<file path="src/rtl/tcap_pkg.sv">
package tcap_pkg;

    typedef enum logic {
        MODE_FREE = 1'b0,
        MODE_CTC  = 1'b1
    } tcap_mode_e;

    localparam int unsigned FLAG_N   = 2;
    localparam int unsigned FLAG_OVF = 0;
    localparam int unsigned FLAG_CAP = 1;

endpackage

</file>
<file path="src/rtl/tcap_count.sv">
module tcap_count
    import tcap_pkg::*;
#(
    parameter int unsigned W = 16
) (
    input  logic         clk,
    input  logic         rst_n,
    input  logic         tick_en,
    input  tcap_mode_e   mode,
    input  logic         wr_en,
    input  logic [W-1:0] wr_data,
    input  logic [W-1:0] top,
    output logic [W-1:0] cnt,
    output logic         roll,
    output logic         top_hit
);
    localparam logic [W-1:0] CNT_MAX = {W{1'b1}};

    typedef struct packed {
        logic [W-1:0] cnt;
    } cnt_st_t;

    cnt_st_t st_d, st_q;
    logic    adv;

    always_comb begin
        st_d    = st_q;
        adv     = tick_en && !wr_en;
        roll    = adv && (st_q.cnt == CNT_MAX);
        top_hit = adv && (mode == MODE_CTC) && (st_q.cnt == top);
        if (wr_en) begin
            st_d.cnt = wr_data;
        end else if (adv) begin
            st_d.cnt = top_hit ? '0 : st_q.cnt + 1'b1;
        end
    end

    always_ff @(posedge clk) begin
        if (!rst_n) st_q <= '0;
        else        st_q <= st_d;
    end

    assign cnt = st_q.cnt;


    hold_no_tick_chk: assert property (@(posedge clk) disable iff (!rst_n)
        (!tick_en && !wr_en) |=> $stable(cnt));

    wr_prio_chk: assert property (@(posedge clk) disable iff (!rst_n)
        wr_en |=> (cnt == $past(wr_data)));

    ctc_clear_chk: assert property (@(posedge clk) disable iff (!rst_n)
        (tick_en && !wr_en && mode == MODE_CTC && cnt == top) |=> (cnt == '0));

    free_inc_chk: assert property (@(posedge clk) disable iff (!rst_n)
        (tick_en && !wr_en && mode == MODE_FREE) |=> (cnt == $past(cnt) + 1'b1));
endmodule

</file>
<file path="src/rtl/tcap_capreg.sv">
module tcap_capreg
    import tcap_pkg::*;
#(
    parameter int unsigned W = 16
) (
    input  logic         clk,
    input  logic         rst_n,
    input  tcap_mode_e   mode,
    input  logic         cap_evt,
    input  logic         wr_en,
    input  logic [W-1:0] wr_data,
    input  logic [W-1:0] cnt,
    output logic [W-1:0] cap,
    output logic         cap_hit
);
    typedef struct packed {
        logic [W-1:0] val;
    } cap_st_t;

    cap_st_t st_d, st_q;

    always_comb begin
        st_d    = st_q;
        cap_hit = cap_evt && (mode == MODE_FREE);
        if (wr_en) begin
            st_d.val = wr_data;
        end else if (cap_hit) begin
            st_d.val = cnt;
        end
    end

    always_ff @(posedge clk) begin
        if (!rst_n) st_q <= '0;
        else        st_q <= st_d;
    end

    assign cap = st_q.val;


    top_wr_chk: assert property (@(posedge clk) disable iff (!rst_n)
        wr_en |=> (cap == $past(wr_data)));

    ctc_keep_chk: assert property (@(posedge clk) disable iff (!rst_n)
        (mode == MODE_CTC && !wr_en) |=> $stable(cap));

    capture_chk: assert property (@(posedge clk) disable iff (!rst_n)
        (mode == MODE_FREE && cap_evt && !wr_en) |=> (cap == $past(cnt)));
endmodule

</file>
<file path="src/rtl/tcap_flags.sv">
module tcap_flags
    import tcap_pkg::*;
#(
    parameter int unsigned N = FLAG_N
) (
    input  logic         clk,
    input  logic         rst_n,
    input  logic [N-1:0] set,
    input  logic [N-1:0] clr,
    input  logic [N-1:0] ie,
    output logic [N-1:0] flag,
    output logic [N-1:0] irq
);
    typedef struct packed {
        logic [N-1:0] f;
    } flag_st_t;

    flag_st_t st_d, st_q;

    always_comb begin
        st_d = st_q;
        for (int i = 0; i < N; i++) begin
            st_d.f[i] = set[i] | (st_q.f[i] & ~clr[i]);
        end
    end

    always_ff @(posedge clk) begin
        if (!rst_n) st_q <= '0;
        else        st_q <= st_d;
    end

    assign flag = st_q.f;

    for (genvar g = 0; g < N; g++) begin : g_flag
        assign irq[g] = flag[g] & ie[g];


        set_wins_chk: assert property (@(posedge clk) disable iff (!rst_n)
            set[g] |=> flag[g]);

        clr_chk: assert property (@(posedge clk) disable iff (!rst_n)
            (clr[g] && !set[g]) |=> !flag[g]);

        sticky_chk: assert property (@(posedge clk) disable iff (!rst_n)
            (!clr[g] && !set[g]) |=> $stable(flag[g]));
    end
endmodule

</file>
<file path="src/rtl/tcap_timer.sv">
module tcap_timer
    import tcap_pkg::*;
#(
    parameter int unsigned CNT_W = 16
) (
    input  logic             clk,
    input  logic             rst_n,
    input  logic             tick_en,
    input  logic             mode_ctc,
    input  logic             wr_cnt_en,
    input  logic             wr_top_en,
    input  logic [CNT_W-1:0] wr_data,
    input  logic             cap_evt,
    input  logic             ovf_clr,
    input  logic             capf_clr,
    input  logic             ovf_ie,
    input  logic             capf_ie,
    output logic [CNT_W-1:0] count,
    output logic [CNT_W-1:0] cap_top,
    output logic             ovf_flag,
    output logic             cap_flag,
    output logic             ovf_irq,
    output logic             cap_irq
);
    localparam logic [CNT_W-1:0] CNT_MAX = {CNT_W{1'b1}};

    tcap_mode_e         mode;
    logic               roll, top_hit, cap_hit;
    logic [FLAG_N-1:0]  f_set, f_clr, f_ie, f_q, f_irq;

    assign mode = tcap_mode_e'(mode_ctc);

    tcap_count #(.W(CNT_W)) u_count (
        .clk     (clk),
        .rst_n   (rst_n),
        .tick_en (tick_en),
        .mode    (mode),
        .wr_en   (wr_cnt_en),
        .wr_data (wr_data),
        .top     (cap_top),
        .cnt     (count),
        .roll    (roll),
        .top_hit (top_hit)
    );

    tcap_capreg #(.W(CNT_W)) u_capreg (
        .clk     (clk),
        .rst_n   (rst_n),
        .mode    (mode),
        .cap_evt (cap_evt),
        .wr_en   (wr_top_en),
        .wr_data (wr_data),
        .cnt     (count),
        .cap     (cap_top),
        .cap_hit (cap_hit)
    );

    always_comb begin
        f_set           = '0;
        f_clr           = '0;
        f_ie            = '0;
        f_set[FLAG_OVF] = roll;
        f_set[FLAG_CAP] = top_hit | cap_hit;
        f_clr[FLAG_OVF] = ovf_clr;
        f_clr[FLAG_CAP] = capf_clr;
        f_ie[FLAG_OVF]  = ovf_ie;
        f_ie[FLAG_CAP]  = capf_ie;
    end

    tcap_flags #(.N(FLAG_N)) u_flags (
        .clk   (clk),
        .rst_n (rst_n),
        .set   (f_set),
        .clr   (f_clr),
        .ie    (f_ie),
        .flag  (f_q),
        .irq   (f_irq)
    );

    assign ovf_flag = f_q[FLAG_OVF];
    assign cap_flag = f_q[FLAG_CAP];
    assign ovf_irq  = f_irq[FLAG_OVF];
    assign cap_irq  = f_irq[FLAG_CAP];


    ovf_set_chk: assert property (@(posedge clk) disable iff (!rst_n)
        (tick_en && !wr_cnt_en && count == CNT_MAX) |=> (ovf_flag && count == '0));

    top_flag_chk: assert property (@(posedge clk) disable iff (!rst_n)
        (tick_en && !wr_cnt_en && mode_ctc && count == cap_top) |=> cap_flag);

    rst_state_chk: assert property (@(posedge clk)
        !rst_n |=> (count == '0 && cap_top == '0 && !ovf_flag && !cap_flag));
endmodule

</file>
<file path="config.mk">
export PLATFORM = sky130hd
export DESIGN_NAME = tcap_timer
export DESIGN_NICKNAME = d
export VERILOG_FILES = /design/src/rtl/tcap_pkg.sv /design/src/rtl/tcap_count.sv /design/src/rtl/tcap_capreg.sv /design/src/rtl/tcap_flags.sv /design/src/rtl/tcap_timer.sv
export SDC_FILE = /design/constraint.sdc
export NUM_CORES = 1
export LEC_CHECK = 0
export BUFFER_PORTS_ARGS = -buffer_cell sky130_fd_sc_hd__buf_4
export CAP_MARGIN = 10
export CORE_MARGIN = 3
export CORE_UTILIZATION = 30
export CTS_CLUSTER_SIZE = 40
export DETAILED_ROUTE_END_ITERATION = 10
export GPL_ROUTABILITY_DRIVEN = 0
export PLACE_DENSITY_LB_ADDON = 0.15
export SYNTH_ARGS = -nofsm -noshare
export SYNTH_HDL_FRONTEND = slang
export SYNTH_SLANG_ARGS = --single-unit
</file>
<file path="constraint.sdc">
create_clock -name clk -period 2.5 [get_ports clk]
set_clock_uncertainty 0.05 [all_clocks]
set_input_delay 0.5 -clock clk [delete_from_list [all_inputs] [get_ports clk]]
set_output_delay 0.5 -clock clk [all_outputs]
set_load 0.005 [all_outputs]
</file>
==> results of run 1 <==
[layer usage]
| metal | GRT usage (%) | vias to the layer above | wire [µm] |
|---|---|---|---|
| li1 | - | 955 | - |
| met4 | 7.22 | 0 | 124 |
| met1 | 22.3 | 878 | 2800 |
| met2 | 23.0 | 57 | 2440 |
| met3 | 4.73 | 10 | 419 |
| met5 | 0 | - | 0 |
[cells by family after synthesis]
| group | share of synthesized area (%) |
|---|---|
| XOR/XNOR | 13.4 |
| buffers and inverters | 5.54 |
| flip-flops | 34.7 |
| adder cells (fa/ha/maj) | 0.637 |
| AND/OR/NAND/NOR | 22.2 |
| AO/OA/AOI/OAI | 15.4 |
| multiplexers | 8.16 |
[layout make-up]
class	count	area [µm²]	area share, %
clock buffers	7	76.3	2.95
inverters	5	18.8	0.726
multi-input cells	182	1180	45.5
flip-flops and latches	34	681	26.3
well taps	75	93.8	3.63
repair buffers	72	541	20.9
[per-stage QoR]
step	power, mW	std cells	utilization, %
2_1_floorplan	0.777	240	-
6_report	1.29	375	42.2
4_1_cts	1.31	375	42.2
5_1_grt	1.36	375	42.2
3_3_place_gp	0.909	368	40.9
3_5_place_dp	0.910	368	40.9
[critical path, cell delays in order (launching register included)]
cell,delay (ns)
dfxtp_1,0.34
xor2_1,0.17
nor4_2,0.34
nand4_1,0.21
o311ai_4,0.42
buf_4,0.26
o22ai_1,0.10
[placed cells by master (no fill, tap or decap)]
cell type / count
and2b_1: 1
nand3_1: 8
a21oi_1: 29
and2_1: 3
o22ai_1: 12
nor4_1: 2
mux2i_1: 16
nor4_2: 1
nand2b_1: 1
nand4_1: 5
o311ai_4: 1
clkbuf_1: 2
a31oi_1: 5
nand2_1: 5
buf_4: 72
nor3b_1: 16
xnor2_1: 10
nor2_1: 36
dfxtp_1: 34
and3_1: 1
inv_2: 1
or3_1: 1
and4_1: 1
inv_1: 4
ha_1: 1
o21ai_0: 5
xor2_1: 20
nor3_1: 1
nor2b_2: 1
clkbuf_8: 5
[sequential cells by signal (all words and copies together) (netlist names)]
register / count
u_count.cnt: 16
u_capreg.cap: 16
u_flags.flag: 2
[power breakdown]
part           switching [mW]  internal [mW]  total (mW)
clock network           0.202          0.192       0.393
logic                   0.135          0.145       0.279
registers              0.0424          0.575       0.617
total                   0.379          0.911        1.29
[final timing paths]
check | to | slack (ns) | cells after the start
setup reg to reg | u_count.cnt[1] | 0.49 | 6
setup / recovery | u_count.cnt[1] | 0.49 | 6
hold / removal | u_capreg.cap[0] | 0.40 | 3
hold reg to reg | u_flags.flag[1] | 0.51 | 2
==> flow_summary.ini, run 1 <==
[run_status]
outcome = completed

[floorplan]
die_area_um2 = 7550
num_rows = 28
die_w_um = 86.9
die_y_um = 86.9
core_area_um2 = 6130
ios = 63
start_util_pct = 32.0

[clock_tree]
root_buffer = clkbuf_8
cts_sinks = 34
path_clk_slew_ns = 0.07
postCtsResizedCells = 0
cts_hold_buf = 0
cts_buffers = 5
worstSkewPairLatency_ns = 0.29
h-tree-depth = 2
clockBufferDepth = 2
cts_tree = done
postCtsSetupRepairBufs = 0

[sta]
grt_setup_unrepaired = false
slew_headroom_pct = 63.7
setup_slack_ns = 0.489
worst_pin_slew_ns = 0.543
final-hold-violation-count = 0
period_needed_ns = 2.01
clock.fmax_mhz = 497
slew_violations = 0
fin_setup_tns_ns = 0
setup_viol = 0
fin_crit_sh_pct = 80.4
finalHoldWorstSlack_ns = 0.403

[worst_hold_path]
hold_path.class = in -> reg
worstHoldStart = wr_data[0]

[yosys]
ys_async_sr_fraction_pct = 0
synth_top_area_share_pct = 34.7
netlist_top_cells_area = dfxtp_1 (35%), xor2_1 (8.9%), mux2i_1 (8.2%)
syn-num-nets = 268
yosysWarnings = 0
synth_commonest_cells = nor2_1 (36), dfxtp_1 (34), a21oi_1 (29)
synth.most_common_cell = nor2_1
synthesis.area_um2 = 1960
synth.largest_area_cell = dfxtp_1
synth_edf_count = 0
yosysUniqueCellTypes = 30
synthCells = 240
ys_seq_area_share_pct = 34.7
avgSynthCellArea_um2 = 8.18
synth_ff_type = dfxtp_1
synth_seq_cells = 34

[global_routing]
antenna_found_initial = 0
grtUsageTotal_pct = 16.1
grt_max_degree = 33
grt_pass1_vias = 1830
grt_pass1_wl_um = 9440
overflow = 0

[detailed_routing]
drtIter0Drc = 85
viasPerCell = 5.07
post-route-drc-count = 0
dr.pass1.iters = 4
vias = 1900
wl_um = 5780
ant_nets = 0
wl_per_cell_um = 15.4

[worst_setup_path]
cp.arrival_ns = 2.11
r2r-start = u_capreg.cap[8]
worstSetupStartpointType = flop
crit_required_ns = 2.60
crit_type = reg -> reg
setup.worst_path.start = u_capreg.cap[8]
end_kind = flop
cp_max_fo = 10

[layout]
nets = 328
stdcell_area_um2 = 2590
area_growth_pct = 31.7
drive_gt1_share_pct = 27.0
antenna_cells = 0
fillers = 622

[placed_design]
post-place-ws_ns = 0.429
placed_area_um2 = 2510
port_buffers = 62
hpwl_um = 4070

[power]
pwr_density_cell_nw_per_um2 = 499
leakage_nw = 1.08
vdd_drop_max_uv = 196

[job]
drv_cap = 0
(Power assumes the default switching activity.)
==> inputs of run 2 (changes only) <==
ABC_AREA = 1   (was default)
clock period = 1.8 ns   (was 2.5 ns; I/O delays follow)
==> run 2 against run 1 <==
Die area up 6.8%. Register-to-register slack lost 0.29 ns. Cell count rose by 27%. First-iteration DRC count up 74%. Core utilization is 0.28 points higher. Non-clock buffer count grew 5. Combinational power up 57%. Via count is 20% higher. Largest power group unchanged.
==> flow_summary.ini, run 2 <==
[global_routing]
grt_max_degree = 34
grt_pass1_vias = 2067
grt_pass1_wl_um = 10900
antenna_found_initial = 0
grtUsageTotal_pct = 16.8
overflow = 0

[worst_setup_path]
crit_required_ns = 1.96
end_kind = flop
worstSetupStartpointType = input pin
crit_slowest_cell = nor2_1
rrSetupSlack_ns = 0.20
crit_chain = buf_4 > nor2_1 > a22oi_1 > a21oi_1
crit_buf_inv = 1
crit_type = in -> reg
slowest_delay_ns = 0.93
cp.arrival_ns = 1.82
crit_family = simple AND/OR/NAND/NOR gates
cp_max_fo = 16

[floorplan]
start_util_pct = 32.1
die_area_um2 = 8060
die_w_um = 89.8
ios = 63
num_rows = 29
core_area_um2 = 6570
die_y_um = 89.8

[power]
leakage_nw = 1.22
pwr_density_cell_nw_per_um2 = 660
vdd_drop_max_uv = 385
power_mw = 1.84

[yosys]
synth_top_area_share_pct = 32.3
netlist_top_cells_area = dfxtp_1 (32%), a21oi_1 (12%), nand2_1 (9.8%)
yosysWarnings = 0
synth_seq_cells = 34
syn-num-nets = 345
ys_seq_area_share_pct = 32.3
synth.most_common_cell = nand2_1
synthesis.area_um2 = 2110
synth_edf_count = 0
synth_ff_type = dfxtp_1
synth_commonest_cells = nand2_1 (55), a21oi_1 (52), dfxtp_1 (34), inv_1 (34), nor2_1 (33)
yosysUniqueCellTypes = 25
ys_async_sr_fraction_pct = 0
synthCells = 317
avgSynthCellArea_um2 = 6.65
synth.largest_area_cell = dfxtp_1

[sta]
setup_viol = 0
clock.fmax_mhz = 605
period_needed_ns = 1.65
slew_headroom_pct = 16.4
worst_pin_slew_ns = 1.25
final-hold-violation-count = 0
slew_violations = 0
grt_setup_unrepaired = false
fin_crit_sh_pct = 91.8
finalHoldWorstSlack_ns = 0.271

[layout]
area_growth_pct = 32.4
layout_commonest_cell = buf_4
nets = 411
final_core_util_pct = 42.5
instances_no_fill = 476
drive_gt1_share_pct = 25.1
final_cell_mix = buf_4 (76), nand2_1 (55), a21oi_1 (52)
multiInputGateArea_um2 = 1180
seq_area_um2 = 683
antenna_cells = 0
fillers = 702

[clock_tree]
cts_buffers = 5
cts_tree = done
cts_sinks = 34
worstSkewPairLatency_ns = 0.29
postCtsSetupRepairBufs = 0
root_buffer = clkbuf_8
h-tree-depth = 2
path_clk_slew_ns = 0.07
clockBufferDepth = 2

[detailed_routing]
dr.pass1.iters = 4
wl_um = 6820
viasPerCell = 4.78
vias = 2274
wl_per_cell_um = 14.3
drtIter0Drc = 148
post-route-drc-count = 0
ant_nets = 0

[placed_design]
placed_cells = 469
hpwl_um = 5140
port_buffers = 62

[worst_hold_path]
hold_path.class = in -> reg

[job]
drv_cap = 0

[run_status]
outcome = completed
## run 2: cell types whose count changed after synthesis, sizes merged, moves of 4 or more
cell / change
o22ai: -12
a31oi: -4
mux2i: -16
xor2: -12
inv: +32
a21oi: +23
nand2: +51
o21ai: +15
nand3: +16
a22oi: +16
clkbuf: -4
nand4: -5
nor3b: -16
## run 2: where the power goes
group | internal (mW) | leakage (nW) | switching (mW)
Clock | 0.266 | 0.0383 | 0.270
Sequential | 0.804 | 0.282 | 0.0634
Combinational | 0.217 | 0.904 | 0.221
Total | 1.29 | 1.22 | 0.555
## run 2: layer usage
| layer | vias up | global-route usage [%] | part of all wire, % |
|---|---|---|---|
| li1 | 1169 | - | - |
| met1 | 1030 | 25.3 | 48 |
| met2 | 68 | 24.2 | 45 |
| met3 | 7 | 2.84 | 5.4 |
| met4 | 0 | 4.98 | 1.3 |
| met5 | - | 0 | 0 |
## run 2: layout make-up
cell class                 count  area share [%]
multi-input combinational    226            42.2
tap                           93            4.17
inverter                      39            5.25
clock buffer                   7            2.74
timing repair buffer          77            21.2
sequential                    34            24.5
## run 2: cell families after synthesis
| family | after synthesis | synth area share, % |
|---|---|---|
| flip-flops | 34 | 32.3 |
| AO/OA/AOI/OAI | 91 | 24.5 |
| AND/OR/NAND/NOR | 119 | 24.5 |
| buffers and inverters | 57 | 11.9 |
| XOR/XNOR | 15 | 6.24 |
| adder cells (fa/ha/maj) | 1 | 0.594 |
## run 2: worst paths after layout
| path | startpoint | to | depth (start not counted) |
|---|---|---|---|
| worst max-delay path | wr_cnt_en | u_count.cnt[4] | 4 |
| worst min register to register | u_flags.flag[0] | u_flags.flag[0] | 2 |
| worst max register to register | u_count.cnt[11] | u_count.cnt[8] | 9 |
| worst min-delay path | ovf_clr | u_flags.flag[0] | 4 |
## run 2: timing repair
action	in CTS	in global routing
hold buffers	0	0
gates resized for setup	0	2
endpoints found under the hold margin	0	0
setup endpoints to repair	0	2
## run 2: through the flow
stage	worst slack (ns)	TNS [ns]	instance area [µm²]
after floorplan	0.367	0	2110
after global routing	0.00532	0	2790
after detailed placement	-0.0960	-0.934	2710
after global placement	-0.0421	-0.396	2710
after CTS	0.169	0	2790
final	0.147	0	2790
## run 2: worst min-delay path: stages
cell and delay [ns]:
buf_4 0.07, inv_1 0.03, nand2_1 0.05, a21oi_1 0.06
